$ cat src/rtl/ustep_pkg.sv
`timescale 1ns/1ps
package ustep_pkg;

  // Next index on the ring of 2*n positions.
  function automatic int next_index(int idx, bit fwd, int n);
    int last;
    last = 2 * n - 1;
    if (fwd) return (idx == last) ? 0 : idx + 1;
    else     return (idx == 0) ? last : idx - 1;
  endfunction

  // True when this move crosses the midpoint or the wrap point.
  function automatic bit polarity_moves(int idx, bit fwd, int n);
    if (fwd) return (idx == 2 * n - 1) || (idx == n);
    else     return (idx == 0) || (idx == n + 1);
  endfunction

  // Polarity state to winding bits {w2, w1}.
  function automatic logic [1:0] winding_bits(logic [1:0] st);
    logic [1:0] b;
    case (st)
      2'd0:    b = 2'b01;
      2'd1:    b = 2'b11;
      2'd2:    b = 2'b10;
      default: b = 2'b00;
    endcase
    return b;
  endfunction

  // Built-in half-wave parabola profile entry.
  function automatic int parabola_code(int idx, int n, int peak);
    int j;
    j = idx % n;
    return (peak * 4 * j * (n - j)) / (n * n);
  endfunction

endpackage

$ cat src/rtl/ustep_sync.sv
`timescale 1ns/1ps
module ustep_sync #(
  parameter int         W   = 2,
  parameter logic [W-1:0] RST = '0
) (
  input  logic         clk,
  input  logic         rst_n,
  input  logic [W-1:0] async_i,
  output logic [W-1:0] sync_o
);
  for (genvar b = 0; b < W; b++) begin : g_bit
    logic meta_q, stab_q;
    always_ff @(posedge clk or negedge rst_n) begin
      if (!rst_n) begin
        meta_q <= RST[b];
        stab_q <= RST[b];
      end else begin
        meta_q <= async_i[b];
        stab_q <= meta_q;
      end
    end
    assign sync_o[b] = stab_q;
  end
endmodule

$ cat src/rtl/ustep_edge.sv
`timescale 1ns/1ps
module ustep_edge (
  input  logic clk,
  input  logic rst_n,
  input  logic lvl_i,
  output logic evt_o
);
  logic armed_q;

  assign evt_o = lvl_i & armed_q;

  always_ff @(posedge clk or negedge rst_n) begin
    if (!rst_n)      armed_q <= 1'b0;
    else if (!lvl_i) armed_q <= 1'b1;
    else if (evt_o)  armed_q <= 1'b0;
  end

  AST_NO_BACK_TO_BACK: assert property (@(posedge clk) disable iff (!rst_n)
    evt_o |=> !evt_o);

  AST_EVT_AFTER_LOW: assert property (@(posedge clk) disable iff (!rst_n)
    $rose(evt_o) |-> $past(armed_q) || $past(!lvl_i));
endmodule

$ cat src/rtl/ustep_pos.sv
`timescale 1ns/1ps
module ustep_pos #(
  parameter int HALF_STEPS = 60,
  localparam int DEPTH = 2 * HALF_STEPS,
  localparam int IDX_W = $clog2(DEPTH)
) (
  input  logic             clk,
  input  logic             rst_n,
  input  logic             evt_i,
  input  logic             fwd_i,
  output logic [IDX_W-1:0] idx_o,
  output logic [1:0]       pol_o,
  output logic [IDX_W-1:0] idx_nxt_o,
  output logic [1:0]       pol_nxt_o
);
  localparam logic [IDX_W-1:0] IDX_LAST = IDX_W'(DEPTH - 1);
  localparam logic [IDX_W-1:0] IDX_MID  = IDX_W'(HALF_STEPS);
  localparam logic [IDX_W-1:0] IDX_MID1 = IDX_W'(HALF_STEPS + 1);

  logic [IDX_W-1:0] idx_q;
  logic [1:0]       pol_q;
  logic             pol_move;
  logic             wrap_fwd, wrap_bwd;

  assign wrap_fwd  = fwd_i  && (idx_q == IDX_LAST);
  assign wrap_bwd  = !fwd_i && (idx_q == '0);
  assign pol_move  = ustep_pkg::polarity_moves(int'(idx_q), fwd_i, HALF_STEPS);
  assign idx_nxt_o = IDX_W'(ustep_pkg::next_index(int'(idx_q), fwd_i, HALF_STEPS));
  assign pol_nxt_o = !pol_move ? pol_q : (fwd_i ? pol_q + 2'd1 : pol_q - 2'd1);

  always_ff @(posedge clk or negedge rst_n) begin
    if (!rst_n) begin
      idx_q <= '0;
      pol_q <= 2'd0;
    end else if (evt_i) begin
      idx_q <= idx_nxt_o;
      pol_q <= pol_nxt_o;
    end
  end

  assign idx_o = idx_q;
  assign pol_o = pol_q;

  AST_IDX_IN_RANGE: assert property (@(posedge clk) disable iff (!rst_n)
    idx_q <= IDX_LAST);

  AST_POL_MOVES_ONE: assert property (@(posedge clk) disable iff (!rst_n)
    2'(pol_q - $past(pol_q)) != 2'd2);

  AST_POL_AT_BOUNDARY: assert property (@(posedge clk) disable iff (!rst_n)
    (pol_q != $past(pol_q)) |->
      (idx_q == '0 || idx_q == IDX_LAST || idx_q == IDX_MID || idx_q == IDX_MID1));

  AST_WRAP_FWD: assert property (@(posedge clk) disable iff (!rst_n)
    (evt_i && wrap_fwd) |=> (idx_q == '0) && (pol_q == $past(pol_q) + 2'd1));

  AST_WRAP_BWD: assert property (@(posedge clk) disable iff (!rst_n)
    (evt_i && wrap_bwd) |=> (idx_q == IDX_LAST) && (pol_q == $past(pol_q) - 2'd1));

  AST_STATE_HOLD: assert property (@(posedge clk) disable iff (!rst_n)
    !$past(evt_i) |-> $stable(idx_q) && $stable(pol_q));
endmodule

$ cat src/rtl/ustep_rom.sv
`timescale 1ns/1ps
module ustep_rom #(
  parameter int HALF_STEPS = 60,
  parameter int CODE_W     = 8,
  localparam int DEPTH = 2 * HALF_STEPS,
  localparam int IDX_W = $clog2(DEPTH),
  parameter logic [DEPTH*CODE_W-1:0] PROFILE = '0
) (
  input  logic [IDX_W-1:0]  rd_idx_i,
  output logic [CODE_W-1:0] rd_code_o,
  output logic [CODE_W-1:0] home_code_o
);
  localparam int PEAK = (1 << CODE_W) - 1;

  logic [CODE_W-1:0] table_w [DEPTH];

  if (PROFILE == '0) begin : g_builtin
    for (genvar e = 0; e < DEPTH; e++) begin : g_ent
      assign table_w[e] = CODE_W'(ustep_pkg::parabola_code(e, HALF_STEPS, PEAK));
    end
  end else begin : g_param
    for (genvar e = 0; e < DEPTH; e++) begin : g_ent
      assign table_w[e] = PROFILE[e*CODE_W +: CODE_W];
    end
  end

  assign rd_code_o   = (int'(rd_idx_i) < DEPTH) ? table_w[rd_idx_i] : '0;
  assign home_code_o = table_w[0];
endmodule

$ cat src/rtl/ustep_sequencer.sv
`timescale 1ns/1ps
module ustep_sequencer #(
  parameter int HALF_STEPS = 60,
  parameter int CODE_W     = 8,
  localparam int DEPTH = 2 * HALF_STEPS,
  localparam int IDX_W = $clog2(DEPTH),
  parameter logic [DEPTH*CODE_W-1:0] PROFILE = '0
) (
  input  logic              clk,
  input  logic              rst_n,
  input  logic              step_i,
  input  logic              dir_i,
  output logic [CODE_W-1:0] dac_code_o,
  output logic [1:0]        pol_o,
  output logic              step_done_o
);
  logic [1:0]        sync_w;
  logic              step_evt;
  logic [IDX_W-1:0]  idx_w, idx_nxt_w;
  logic [1:0]        pol_w, pol_nxt_w;
  logic [CODE_W-1:0] code_nxt_w, code_home_w;

  // Step input resets high so a level held through reset is not an edge.
  ustep_sync #(.W(2), .RST(2'b01)) sync_i (
    .clk(clk), .rst_n(rst_n), .async_i({dir_i, step_i}), .sync_o(sync_w)
  );

  ustep_edge edge_i (
    .clk(clk), .rst_n(rst_n), .lvl_i(sync_w[0]), .evt_o(step_evt)
  );

  ustep_pos #(.HALF_STEPS(HALF_STEPS)) pos_i (
    .clk(clk), .rst_n(rst_n), .evt_i(step_evt), .fwd_i(sync_w[1]),
    .idx_o(idx_w), .pol_o(pol_w), .idx_nxt_o(idx_nxt_w), .pol_nxt_o(pol_nxt_w)
  );

  ustep_rom #(.HALF_STEPS(HALF_STEPS), .CODE_W(CODE_W), .PROFILE(PROFILE)) rom_i (
    .rd_idx_i(idx_nxt_w), .rd_code_o(code_nxt_w), .home_code_o(code_home_w)
  );

  always_ff @(posedge clk or negedge rst_n) begin
    if (!rst_n) begin
      dac_code_o  <= code_home_w;
      pol_o       <= ustep_pkg::winding_bits(2'd0);
      step_done_o <= 1'b0;
    end else begin
      step_done_o <= step_evt;
      if (step_evt) begin
        dac_code_o <= code_nxt_w;
        pol_o      <= ustep_pkg::winding_bits(pol_nxt_w);
      end
    end
  end

  AST_DONE_ONE_CYCLE: assert property (@(posedge clk) disable iff (!rst_n)
    step_done_o |=> !step_done_o);

  AST_OUT_ONLY_WITH_DONE: assert property (@(posedge clk) disable iff (!rst_n)
    !step_done_o |-> $stable(dac_code_o) && $stable(pol_o));

  AST_POL_TRACKS_STATE: assert property (@(posedge clk) disable iff (!rst_n)
    step_done_o |-> (pol_o == ustep_pkg::winding_bits(pol_w)));

  AST_DONE_AFTER_EDGE: assert property (@(posedge clk) disable iff (!rst_n)
    step_done_o |-> $past(sync_w[0]));
endmodule

$ cat config.mk
export PLATFORM = sky130hd
export DESIGN_NAME = ustep_sequencer
export DESIGN_NICKNAME = d
export VERILOG_FILES = /design/src/rtl/ustep_pkg.sv /design/src/rtl/ustep_sync.sv /design/src/rtl/ustep_edge.sv /design/src/rtl/ustep_pos.sv /design/src/rtl/ustep_rom.sv /design/src/rtl/ustep_sequencer.sv
export SDC_FILE = /design/constraint.sdc
export NUM_CORES = 1
export LEC_CHECK = 0
export BUFFER_PORTS_ARGS = -buffer_cell sky130_fd_sc_hd__buf_4
export CORE_UTILIZATION = 25
export DETAILED_ROUTE_END_ITERATION = 16
export HOLD_SLACK_MARGIN = 0.02
export SYNTH_ARGS = -nofsm -noshare
export SYNTH_HDL_FRONTEND = slang
export SYNTH_SLANG_ARGS = --single-unit
export TNS_END_PERCENT = 50
$ cat constraint.sdc
create_clock -name clk -period 4.7 [get_ports clk]
set_input_delay 1.175 -clock clk [delete_from_list [all_inputs] [get_ports clk]]
set_output_delay 1.175 -clock clk [all_outputs]
set_load 0.02 [all_outputs]
== Yosys cells after proc, flatten, opt, wreduce, memory -nomap -nowiden ==
Memory sizes are Yosys's and may differ from the RTL's.
Cells that the tools add are included.
Cells by class
  add/sub/neg operators: 4
  multipliers: 0
  div/mod/pow operators: 0
  magnitude comparators: 2
  equal/unequal tests: 6
  shift operators: 0
  mux-type cells: 12
  bitwise logic cells: 2
  reductions and logical operators: 4
Operators with widths (count)
  $mux W8: 3
  $mux W7: 3
  $eq A7 B7 Y1 const B: 2
  $ge A8 B8 Y1 const B: 1
  $not A7 Y8: 1
  $add A7 B1 Y7 const B: 1
  $eq A7 B5 Y1 const B: 1
  $logic_not A7 Y1: 1
  $lt A7 B7 Y1 const B: 1
  $sub A7 B1 Y7 const B: 1
  $pmux W2 S3: 1
  $mux W2: 2
  $mux W1: 3
  $add A2 B1 Y2 const B: 1
  $eq A2 B1 Y1 const B: 1
  $eq A2 B2 Y1 const B: 1
  $logic_not A2 Y1: 1
  $logic_or A1 B1 Y1: 2
  $ne A2 B2 Y1 const B: 1
  $sub A2 B1 Y2 const B: 1
  $and A1 B1 Y1: 1
Storage, ports and cells
  register bits after elaboration: 25
  latch bits: 0
  RAM bits: 0
  bits in read-only memories: 1024
  input port bits: 4
  logic and storage cells: 41
  memories: 1
Memory list
  (no name shown): words 128, width 8, read ports 1, clocked after memory_dff 0, wr ports 0, line ustep_rom.sv:27  | assign rd_code_o = (int'(rd_idx_i) < DEPTH) ? table_w[rd_idx_i] : '0;

== Longest topological paths before layout ==
Gate-level depths: netlist (run 1).
  depth in word-level cells: 8
  depth in mapped cells: 15
  depth with buffers taken out: 12

== Worst setup path after synthesis (run 1) ==
Ideal clock, no wire load.
  path kind: reg2reg
  start point: register pos_i.idx_q[0], in the netlist pos_i.idx_o[0]
  end point: register dac_code_o[0]
  library setup time: 124 ps
  arrival time: 3233 ps
  required time: 4576 ps
  setup slack: 1343 ps
  stages on the path, launching flop included: 13
  buffers on the path: 2
  path through: dfrtp_1 > clkbuf_1 > inv_1 > ha_1 > xnor2_1 > clkinv_1 > ha_1 > clkbuf_1 > nand2_1 > a21oi_1 > a2111oi_1 > a21oi_1 > a211o_1
Between the ends
  cells in the longest elaborated chain, start to end: 8
RTL lines
  from (decl): line ustep_pos.sv:20  | logic [IDX_W-1:0] idx_q;
  from (signal assigned): line ustep_pos.sv:36  | idx_q <= idx_nxt_o;
  $sub A7 B1 Y7 (tied with other cells): line ustep_pkg.sv:9  | else return (idx == 0) ? last : idx - 1;
  $mux W7 (on tied branches): line ustep_pkg.sv:9, ustep_pkg.sv:8
  $mux W7 (*): line ustep_pkg.sv:8  | if (fwd) return (idx == last) ? 0 : idx + 1;
  named net idx_nxt_w[1]: line ustep_sequencer.sv:19  | logic [IDX_W-1:0] idx_w, idx_nxt_w;
  $not A7 Y8 (not written as such): line ustep_rom.sv:27
  $mem_v2 Z128 W8
  $mux W8 (not written as such) (2 in a row): line ustep_rom.sv:27
  $mux W8 (*): line ustep_rom.sv:27
  to (signal assigned): line ustep_sequencer.sv:43  | dac_code_o <= code_home_w;
  to (signal assigned): line ustep_sequencer.sv:49  | dac_code_o <= code_nxt_w;
  to (decl): line ustep_sequencer.sv:13  | output logic [CODE_W-1:0] dac_code_o,
The timed path passes the listed nets; every way through them passes the cells marked *. The select of a mux whose other input is x is not followed.
A chain may end at the register's enable or synchronous reset.

== Worst setup path in the final report (run 1) ==
Ends and elaborated chain as after synthesis.

==> results of run 1 <==
[flip-flops by register name, summed over array words and instances, names as in the netlist]
name and flops:
pos_i.pol_o 2, sync_i.g_bit.stab_q 2, pos_i.idx_o 7, step_done_o 1
edge_i.armed_q 1, pol_o 2, sync_i.g_bit.meta_q 2, dac_code_o 8
[synth_stat cells (4+ instances only)]
master | n | area share (%)
nand2_1 | 36 | 4.8
nor2_1 | 29 | 3.9
a21oi_1 | 28 | 5.0
o21ai_0 | 27 | 4.8
nand3_1 | 23 | 4.1
dfrtp_1 | 22 | 20
clkbuf_1 | 18 | 2.4
buf_2 | 15 | 2.7
ha_1 | 14 | 6.3
a31oi_1 | 9 | 2.0
inv_1 | 9 | 1.2
a211o_1 | 8 | 2.5
o211ai_1 | 7 | 1.9
a211oi_1 | 5 | 1.3
nand4_1 | 5 | 1.1
xnor2_1 | 5 | 1.6
a21o_1 | 4 | 1.1
a221oi_1 | 4 | 1.3
a311oi_1 | 4 | 1.3
and3_1 | 4 | 0.90
mux2i_1 | 4 | 1.4
nor3_1 | 4 | 0.72
o22ai_1 | 4 | 0.90
o311ai_0 | 4 | 1.3
o31ai_1 | 4 | 1.1
o32ai_1 | 4 | 1.3
[layout make-up]
| type | count | area share (%) |
|---|---|---|
| clock buffers | 3 | 1.39 |
| clock inverters | 1 | 0.253 |
| inverters | 11 | 1.43 |
| multi-input cells | 293 | 64.8 |
| flip-flops and latches | 25 | 21.2 |
| well taps | 140 | 5.89 |
| repair buffers | 20 | 5.05 |
[worst max-delay path: stages, from the launching register on]
cell       delay [ns]
dfrtp_1          0.55
inv_1            0.12
ha_1             0.32
xnor2_1          0.66
clkinv_1         0.56
ha_1             0.59
nor2_1           0.28
o21ai_0          0.14
o2111ai_1        0.21
nand4_1          0.11
and3_1           0.19
a211o_1          0.22
[cell families after synthesis]
logic type,count (synthesis),synth area share (%)
AO/OA/AOI/OAI,137,34.3
XOR/XNOR,8,2.51
adder cells (fa/ha/maj),14,6.27
buffers and inverters,52,8.77
flip-flops,25,22.5
multiplexers,5,1.84
AND/OR/NAND/NOR,129,23.8
[through the flow]
stage | hold slack (ns) | instance area [um^2]
after floorplan | 0.331 | 2800
after global placement | 0.338 | 2920
after detailed placement | 0.339 | 2920
after CTS | 0.364 | 2970
after global routing | 0.367 | 2970
final | 0.360 | 2970
[how the worst max path moves through the flow]
stage | start | to | slack, ns | cells after the start
3_5_place_dp | pos_i.idx_o[0]$_DFFE_PN0P_ | dac_code_o[0]$_DFFE_PN0P_ | 0.81 | 11
6_report | pos_i.idx_o[0]$_DFFE_PN0P_ | dac_code_o[0]$_DFFE_PN0P_ | 0.64 | 11
4_1_cts | pos_i.idx_o[0]$_DFFE_PN0P_ | dac_code_o[0]$_DFFE_PN0P_ | 0.76 | 11
5_1_grt | pos_i.idx_o[0]$_DFFE_PN0P_ | dac_code_o[0]$_DFFE_PN0P_ | 0.40 | 11
3_3_place_gp | pos_i.idx_o[1]$_DFFE_PN0P_ | dac_code_o[0]$_DFFE_PN0P_ | 0.79 | 11
2_1_floorplan | pos_i.idx_o[0]$_DFFE_PN0P_ | dac_code_o[0]$_DFFE_PN0P_ | 1.34 | 12
[metal layers]
layer | share of wire, % | vias up | track usage (%)
met5 | 0 | - | 0
met1 | 44 | 1382 | 22.4
met2 | 43 | 178 | 23.8
met4 | 3.1 | 0 | 6.26
met3 | 10 | 26 | 3.45
li1 | - | 1358 | -
==> run metrics, run 1 <==
Ys Warns 0; layout overhead on the synthesized area 6.31%; f_max 246 MHz; FF-to-FF path depth 11; multi-input logic area 1930 um^2; most frequent cells in the layout 36 x nand2_1, 29 x nor2_1, 28 x a21oi_1, 27 x o21ai_0, 23 x nand3_1; post-route setup TNS 0 ns; Die Y 108 um; DRT iter0 DRCs 366; utilization after layout 27.3%; worst reg2reg setup slack 0.64 ns; share of layout cells above drive strength 1 12.2%; ys async rst share 100%; Worst-path clk slew 0.09 ns; fin crit period 4.06 ns; Residual DRC 0; GRT Overall Usage 16.0%; Die Area 11600 um^2; routed wire length 8980 um; IO Pins 15; root buf cell clkbuf_8; pre-CTS setup slack 0.807 ns; critical path class reg -> reg; number of enable flip-flop cells after synthesis 0; Setup crit end kind register; Final Hold Fails 0; RSZ-0062 raised after global routing no; critical register-to-register path startpoint pos_i.idx_o[0]$_DFFE_PN0P_; R2R Path End dac_code_o[0]$_DFFE_PN0P_; GRT Residual Overflow 0; CTS tree done; Period Utilization, post-route 86.4%; Routed Antenna Nets 0; Worst Hold Endpoint sync_i.g_bit[1].stab_q$_DFF_PN0_; post-DP HPWL 6000 um; total clock buffers created by CTS 3; Longest Clk Path Bufs 2; Setup crit start kind register; H-tree lvl count 1; CTS resizes 0; Unique masters post-synth 72; Post-Route Skew 0.00340 ns; Max FO, Critical Path 15; average vias per placed instance 5.97; FILL cells 1160; post-CTS setup repair buffer count 0; Post-Layout Cell Count 493; Reg area 629 um^2; first-pass GRT wire length 14800 um; #FFs+latches synth 25; initial antenna violation count 0; placed insts 489; hold depth 0; Die Wd 108 um; Cells after Synth 370; Crit path required time 4.87 ns; Slew Limit Fails 0; Primary FF master, synth dfrtp_1; nets 372; Hold WC Path Type reg -> reg; Cell Area, Synth 2800 um^2; Max-Cap Viols 0; status finished clean; Clock Sink Count 25; Rows 38; Synth Area per Inst 7.55 um^2; wire per inst 18.2 um; net count after synthesis 388; First-pass DRT Iterations 5; Hold Crit Start sync_i.g_bit[1].meta_q$_DFF_PN0_; Worst Tran Pin Value 1.27 ns; Worst Path Arrival 4.23 ns; Initial Util 25.7%; sequential share of the synthesized area 22.5%; CTS Hold Bufs 0; vias in the first global route 2758; most common cell after layout, fill and taps aside nand2_1; largest net degree at the start of global routing 37; Core ar. 10900 um^2; Clock Latency Late Sink 0.28 ns; Vias 2944; # diodes 0; worst setup margin 0.638 ns; setup violators final 0; GPL Wtd Cong 0.905; I/O Buffers 14; Slew headroom 15.6%
Power of run 1 is left out: the tool's default activity adds up to more than one toggle a clock period on the data nets, which glitch-free logic cannot reach.
==> run 2, diff against run 1 <==
--- a/config.mk
+++ b/config.mk
@@ -5,10 +5,12 @@
 export SDC_FILE = /design/constraint.sdc
 export NUM_CORES = 1
 export LEC_CHECK = 0
-export BUFFER_PORTS_ARGS = -buffer_cell sky130_fd_sc_hd__buf_4
+export BUFFER_PORTS_ARGS = -buffer_cell sky130_fd_sc_hd__buf_2
 export CORE_UTILIZATION = 25
 export DETAILED_ROUTE_END_ITERATION = 16
+export GPL_ROUTABILITY_DRIVEN = 1
 export HOLD_SLACK_MARGIN = 0.02
+export SLEW_MARGIN = 0
 export SYNTH_ARGS = -nofsm -noshare
 export SYNTH_HDL_FRONTEND = slang
 export SYNTH_SLANG_ARGS = --single-unit
==> run 2 against run 1 <==
  * Critical endpoint unchanged
  * Final cell count down 0.20%
  * Worst setup slack better by 0.33 ns
  * Clock-buffer cell count stayed put
  * Highest routed layer unchanged
  * Non-clock buffer count shrank 1
  * Critical path depth stayed put
  * Global-route usage down 0.63 points
  * Via count fell by 0.92%
  * Die area did not move
  * Sequential cell count is the same
  * Cell area fell by 1.4%
  * First-iteration DRC count decreased by 20%
==> run metrics, run 2 (same netlist as run 1, synthesis figures left out) <==
hold depth 0 (unchanged); Routed Antenna Nets 0 (unchanged); Worst Hold Endpoint sync_i.g_bit[1].stab_q$_DFF_PN0_ (unchanged); nets 371 (was 372); Core ar. 10900 um^2 (unchanged); slowest library cell on the worst path dfrtp_1 (was xnor2_1); first-pass GRT wire length 14400 um (was 14800 um); Clock Latency Late Sink 0.28 ns (about the same); GRT Residual Overflow 0 (unchanged); critical register-to-register path startpoint pos_i.idx_o[0]$_DFFE_PN0P_ (unchanged); Crit path required time 4.88 ns (was 4.87 ns); Residual DRC 0 (unchanged); Clock Sink Count 25 (unchanged); post-route setup TNS 0 ns (unchanged); most common cell after layout, fill and taps aside nand2_1 (unchanged); Rows 38 (unchanged); I/O Buffers 14 (unchanged); critical path class reg -> reg (unchanged); post-CTS setup repair buffer count 0 (unchanged); RSZ-0062 raised after global routing no (unchanged); total clock buffers created by CTS 3 (unchanged); Hold Crit Start sync_i.g_bit[1].meta_q$_DFF_PN0_ (unchanged); IO Pins 15 (unchanged); Die Y 108 um (unchanged); setup violators final 0 (unchanged); average vias per placed instance 5.93 (was 5.97); CTS Hold Bufs 0 (unchanged); fin crit period 3.73 ns (was 4.06 ns); H-tree lvl count 1 (unchanged); # diodes 0 (unchanged); vias in the first global route 2758 (unchanged); largest net degree at the start of global routing 37 (unchanged); Worst-path clk slew 0.11 ns (was 0.09 ns); Setup crit start kind register (unchanged); Slew Limit Fails 0 (unchanged); Slowest Stage Delay on Critical Path 0.61 ns (was 0.66 ns); Die Area 11600 um^2 (unchanged); Cell Chain, Critical Path inv_1, ha_1, xnor2_1, clkinv_1, ha_1, nor2_1, o21ai_0, o2111ai_1, nand4_1, and3_1, a211o_1 (unchanged); Die Wd 108 um (unchanged); f_max 268 MHz (was 246 MHz); Vias 2917 (was 2944); GPL Wtd Cong 0.929 (was 0.905); CTS tree done (unchanged); layout overhead on the synthesized area 4.83% (was 6.31%); root buf cell clkbuf_8 (unchanged); Hold WC Path Type reg -> reg (unchanged); Period Utilization, post-route 79.4% (was 86.4%); FILL cells 1154 (was 1160); crit-path most repeated cell ha_1 (unchanged); DRT iter0 DRCs 294 (was 366); share of layout cells above drive strength 1 11.9% (was 12.2%); Max FO, Critical Path 15 (unchanged); max reg flops 8 (unchanged); worst reg2reg setup slack 0.97 ns (was 0.64 ns); wire per inst 17.7 um (was 18.2 um); Setup crit end kind register (unchanged); most frequent cells in the layout 36 x nand2_1, 29 x nor2_1, 28 x a21oi_1, 27 x o21ai_0, 23 x nand3_1 (unchanged); First-pass DRT Iterations 7 (was 5); Longest Clk Path Bufs 2 (unchanged); Largest Register dac_code_o (unchanged); CTS resizes 0 (unchanged); Worst Tran Pin Value 0.927 ns (was 1.27 ns); Max-Cap Viols 0 (unchanged); Post-Route Skew 0.0110 ns (was 0.00340 ns); Final Hold Fails 0 (unchanged); Slew headroom 38.2% (was 15.6%); Initial Util 25.7% (unchanged); initial antenna violation count 0 (unchanged); status finished clean (unchanged); routed wire length 8700 um (was 8980 um); R2R Path End dac_code_o[0]$_DFFE_PN0P_ (unchanged); post-DP HPWL 5970 um (was 6000 um); Worst Path Arrival 3.91 ns (was 4.23 ns); FF-to-FF path depth 11 (unchanged); GRT Overall Usage 15.4% (was 16.0%)
-- run 2: worst max-delay path: cells and delay by family, from the launching register on --
kind / cells / cell delay [ns]
adder cells (fa/ha/maj): 2 / 0.85
flip-flops: 1 / 0.61
AO/OA/AOI/OAI: 3 / 0.59
buffers and inverters: 2 / 0.54
AND/OR/NAND/NOR: 3 / 0.54
XOR/XNOR: 1 / 0.49
-- run 2: routing by layer --
| layer | GRT usage, % | vias up | part of all wire [%] |
|---|---|---|---|
| li1 | - | 1349 | - |
| met1 | 21.5 | 1376 | 45 |
| met2 | 23.7 | 162 | 45 |
| met3 | 2.12 | 30 | 7.0 |
| met4 | 6.26 | 0 | 3.3 |
| met5 | 0 | - | 0 |
-- run 2: layout make-up --
class	count	area, um^2	share of cell area (%)
clock buffer	3	41.3	1.41
clock inverter	1	8.76	0.299
inverter	11	42.5	1.45
multi-input combinational	293	1930	65.7
sequential	25	629	21.5
tap	140	175	5.98
timing repair buffer	19	108	3.67
-- run 2: worst max-delay path by stage --
stage / startpoint / endpoint / slack, ns / cells past startpoint
after CTS: pos_i.idx_o[0]$_DFFE_PN0P_ / dac_code_o[0]$_DFFE_PN0P_ / 1.04 / 11
after global routing: pos_i.idx_o[0]$_DFFE_PN0P_ / dac_code_o[0]$_DFFE_PN0P_ / 0.71 / 11
after detailed placement: pos_i.idx_o[0]$_DFFE_PN0P_ / dac_code_o[0]$_DFFE_PN0P_ / 1.03 / 11
after floorplan: pos_i.idx_o[0]$_DFFE_PN0P_ / dac_code_o[0]$_DFFE_PN0P_ / 1.34 / 12
final: pos_i.idx_o[0]$_DFFE_PN0P_ / dac_code_o[0]$_DFFE_PN0P_ / 0.97 / 11
after global placement: pos_i.idx_o[0]$_DFFE_PN0P_ / dac_code_o[0]$_DFFE_PN0P_ / 1.27 / 11
-- run 2: per-stage QoR --
stage | hold slack, ns | cell area [um^2] | cells | setup WS [ns] | utilization, %
after global placement | 0.333 | 2880 | 488 | 1.27 | 26.5
after CTS | 0.364 | 2930 | 492 | 1.04 | 26.9
after global routing | 0.366 | 2930 | 492 | 0.707 | 26.9
after floorplan | 0.331 | 2800 | 370 | 1.34 | -
after detailed placement | 0.341 | 2880 | 488 | 1.03 | 26.5
final | 0.362 | 2930 | 492 | 0.968 | 26.9
Power of run 2 is left out for the same reason.
==> run 3, diff against run 2 <==
==> constraint.sdc (replaced) <==
create_clock -name clk -period 3.82 [get_ports clk]
set_input_delay 0.955 -clock clk [delete_from_list [all_inputs] [get_ports clk]]
set_output_delay 0.955 -clock clk [all_outputs]
set_load 0.02 [all_outputs]
==> run 3 against run 2 <==
  * Core utilization rose by 0.92 points
  * Cell area rose by 3.4%
  * Die area did not move
  * Worst setup slack got worse by 0.65 ns
  * Via count rose by 4.1%
  * Non-clock buffer count rose by 14
  * First-iteration DRC count rose by 8.2%
==> run metrics, run 3 (same netlist as run 1, synthesis figures left out) <==
H-tree lvl count 1 (unchanged); initial antenna violation count 0 (unchanged); Clock Sink Count 25 (unchanged); most frequent cells in the layout 36 x nand2_1, 29 x nor2_1, 28 x a21oi_1, 27 x o21ai_0, 23 x nand3_1 (unchanged); wire per inst 18.1 um (was 17.7 um); first-pass GRT wire length 14800 um (was 14400 um); Largest Register dac_code_o (unchanged); GRT Overall Usage 16.1% (was 15.4%); f_max 286 MHz (was 268 MHz); Worst Tran Pin Value 0.784 ns (was 0.927 ns); CTS Hold Bufs 0 (unchanged); Post-Route Skew 0.00739 ns (was 0.0110 ns); post-DP HPWL 6340 um (was 5970 um); nets 385 (was 371); Buffers & Inverters on Critical Path 0 (was 2); GRT Residual Overflow 0 (unchanged); root buf cell clkbuf_8 (unchanged); most common cell after layout, fill and taps aside nand2_1 (unchanged); worst setup margin 0.318 ns (was 0.968 ns); critical path class reg -> reg (unchanged); Routed Antenna Nets 0 (unchanged); setup violators final 0 (unchanged); Die Y 108 um (unchanged); average vias per placed instance 6.00 (was 5.93); Top Family by Delay on Critical Path simple AND/OR/NAND/NOR gates (was adder cells); placed insts 502 (was 488); top sig layer met4 (unchanged); Residual DRC 0 (unchanged); largest net degree at the start of global routing 27 (was 37); share of layout cells above drive strength 1 15.0% (was 11.9%); Hold WC Path Type reg -> reg (unchanged); IO Pins 15 (unchanged); Longest Clk Path Bufs 2 (unchanged); Core ar. 10900 um^2 (unchanged); DRT iter0 DRCs 318 (was 294); Cell Chain, Critical Path ha_1, and4_1, a211oi_1, or3_1, nand2_8, o21ai_0, a311oi_1, o311ai_0, nand3_1 (was inv_1, ha_1, xnor2_1, clkinv_1, ha_1, nor2_1, o21ai_0, o2111ai_1, nand4_1, and3_1, a211o_1); Final Hold Fails 0 (unchanged); post-route setup TNS 0 ns (unchanged); Crit path required time 3.95 ns (was 4.88 ns); Setup crit end kind register (unchanged); GPL Wtd Cong 0.924 (was 0.929); # diodes 0 (unchanged); Rows 38 (unchanged); M1 WL 3890 um (was 3930 um); Die Area 11600 um^2 (unchanged); Post-Layout Cell Count 506 (was 492); Slew Limit Fails 0 (unchanged); RSZ-0062 raised after global routing no (unchanged); Initial Util 25.7% (unchanged); First-pass DRT Iterations 5 (was 7); Die Wd 108 um (unchanged); Slowest Stage Delay on Critical Path 0.71 ns (was 0.61 ns); vias in the first global route 2792 (was 2758); Worst Path Arrival 3.63 ns (was 3.91 ns); Met2 Wirelength 4080 um (was 3880 um); Max FO, Critical Path 18 (was 15); Clock Latency Late Sink 0.28 ns (about the same); total clock buffers created by CTS 3 (unchanged); routed wire length 9170 um (was 8700 um); Slew headroom 47.8% (was 38.2%); I/O Buffers 14 (unchanged); status finished clean (unchanged); Max-Cap Viols 0 (unchanged); Reg area 629 um^2 (unchanged); Vias 3037 (was 2917); post-CTS setup repair buffer count 0 (unchanged); max reg flops 8 (unchanged); FILL cells 1141 (was 1154); slowest library cell on the worst path or3_1 (was dfrtp_1); multi-input logic area 1930 um^2 (unchanged); Period Utilization, post-route 91.7% (was 79.4%); CTS resizes 0 (unchanged); Setup crit start kind register (unchanged); layout overhead on the synthesized area 8.42% (was 4.83%); Worst-path clk slew 0.09 ns (was 0.11 ns); WL met3 874 um (was 607 um); fin crit period 3.50 ns (was 3.73 ns); pre-CTS setup slack 0.467 ns (was 1.03 ns); CTS tree done (unchanged)
## run 3: cell types whose count changed in the layout (fill, tap and decap cells not counted), sizes merged
cell and change:
buf +14, clkbuf +1, inv -1
## run 3: area by class of cell
| cell class | count | area share [%] |
|---|---|---|
| multi-input cells | 293 | 63.5 |
| flip-flops and latches | 25 | 20.8 |
| repair buffers | 33 | 7.02 |
| clock buffers | 4 | 1.49 |
| inverters | 11 | 1.40 |
| well taps | 140 | 5.78 |
## run 3: final timing paths
path / cells past startpoint / start / to / slack, ns
min in group asynchronous: 1 / rst_n / dac_code_o[5]$_DFFE_PN0P_ / 0.67
setup / recovery: 9 / pos_i.idx_o[1]$_DFFE_PN0P_ / dac_code_o[4]$_DFFE_PN0P_ / 0.32
hold reg to reg: 0 / sync_i.g_bit[1].meta_q$_DFF_PN0_ / sync_i.g_bit[1].stab_q$_DFF_PN0_ / 0.36
hold / removal: 0 / sync_i.g_bit[1].meta_q$_DFF_PN0_ / sync_i.g_bit[1].stab_q$_DFF_PN0_ / 0.36
setup reg to reg: 9 / pos_i.idx_o[1]$_DFFE_PN0P_ / dac_code_o[4]$_DFFE_PN0P_ / 0.32
max in group asynchronous: 1 / rst_n / step_done_o$_DFF_PN0_ / 2.77
## run 3: stage by stage
| stage | hold WS, ns | util (%) | instance area, um^2 |
|---|---|---|---|
| 3_5_place_dp | 0.345 | 27.4 | 2990 |
| 2_1_floorplan | 0.331 | - | 2800 |
| 4_1_cts | 0.365 | 27.8 | 3030 |
| 3_3_place_gp | 0.337 | 27.4 | 2990 |
| 5_1_grt | 0.371 | 27.8 | 3030 |
| 6_report | 0.362 | 27.8 | 3030 |
## run 3: routing by layer
| layer | global-route usage (%) | up-vias |
|---|---|---|
| met5 | 0 | - |
| met4 | 6.75 | 0 |
| met3 | 3.51 | 35 |
| met2 | 24.8 | 200 |
| met1 | 21.4 | 1415 |
| li1 | - | 1387 |
Power of run 3 is left out for the same reason.
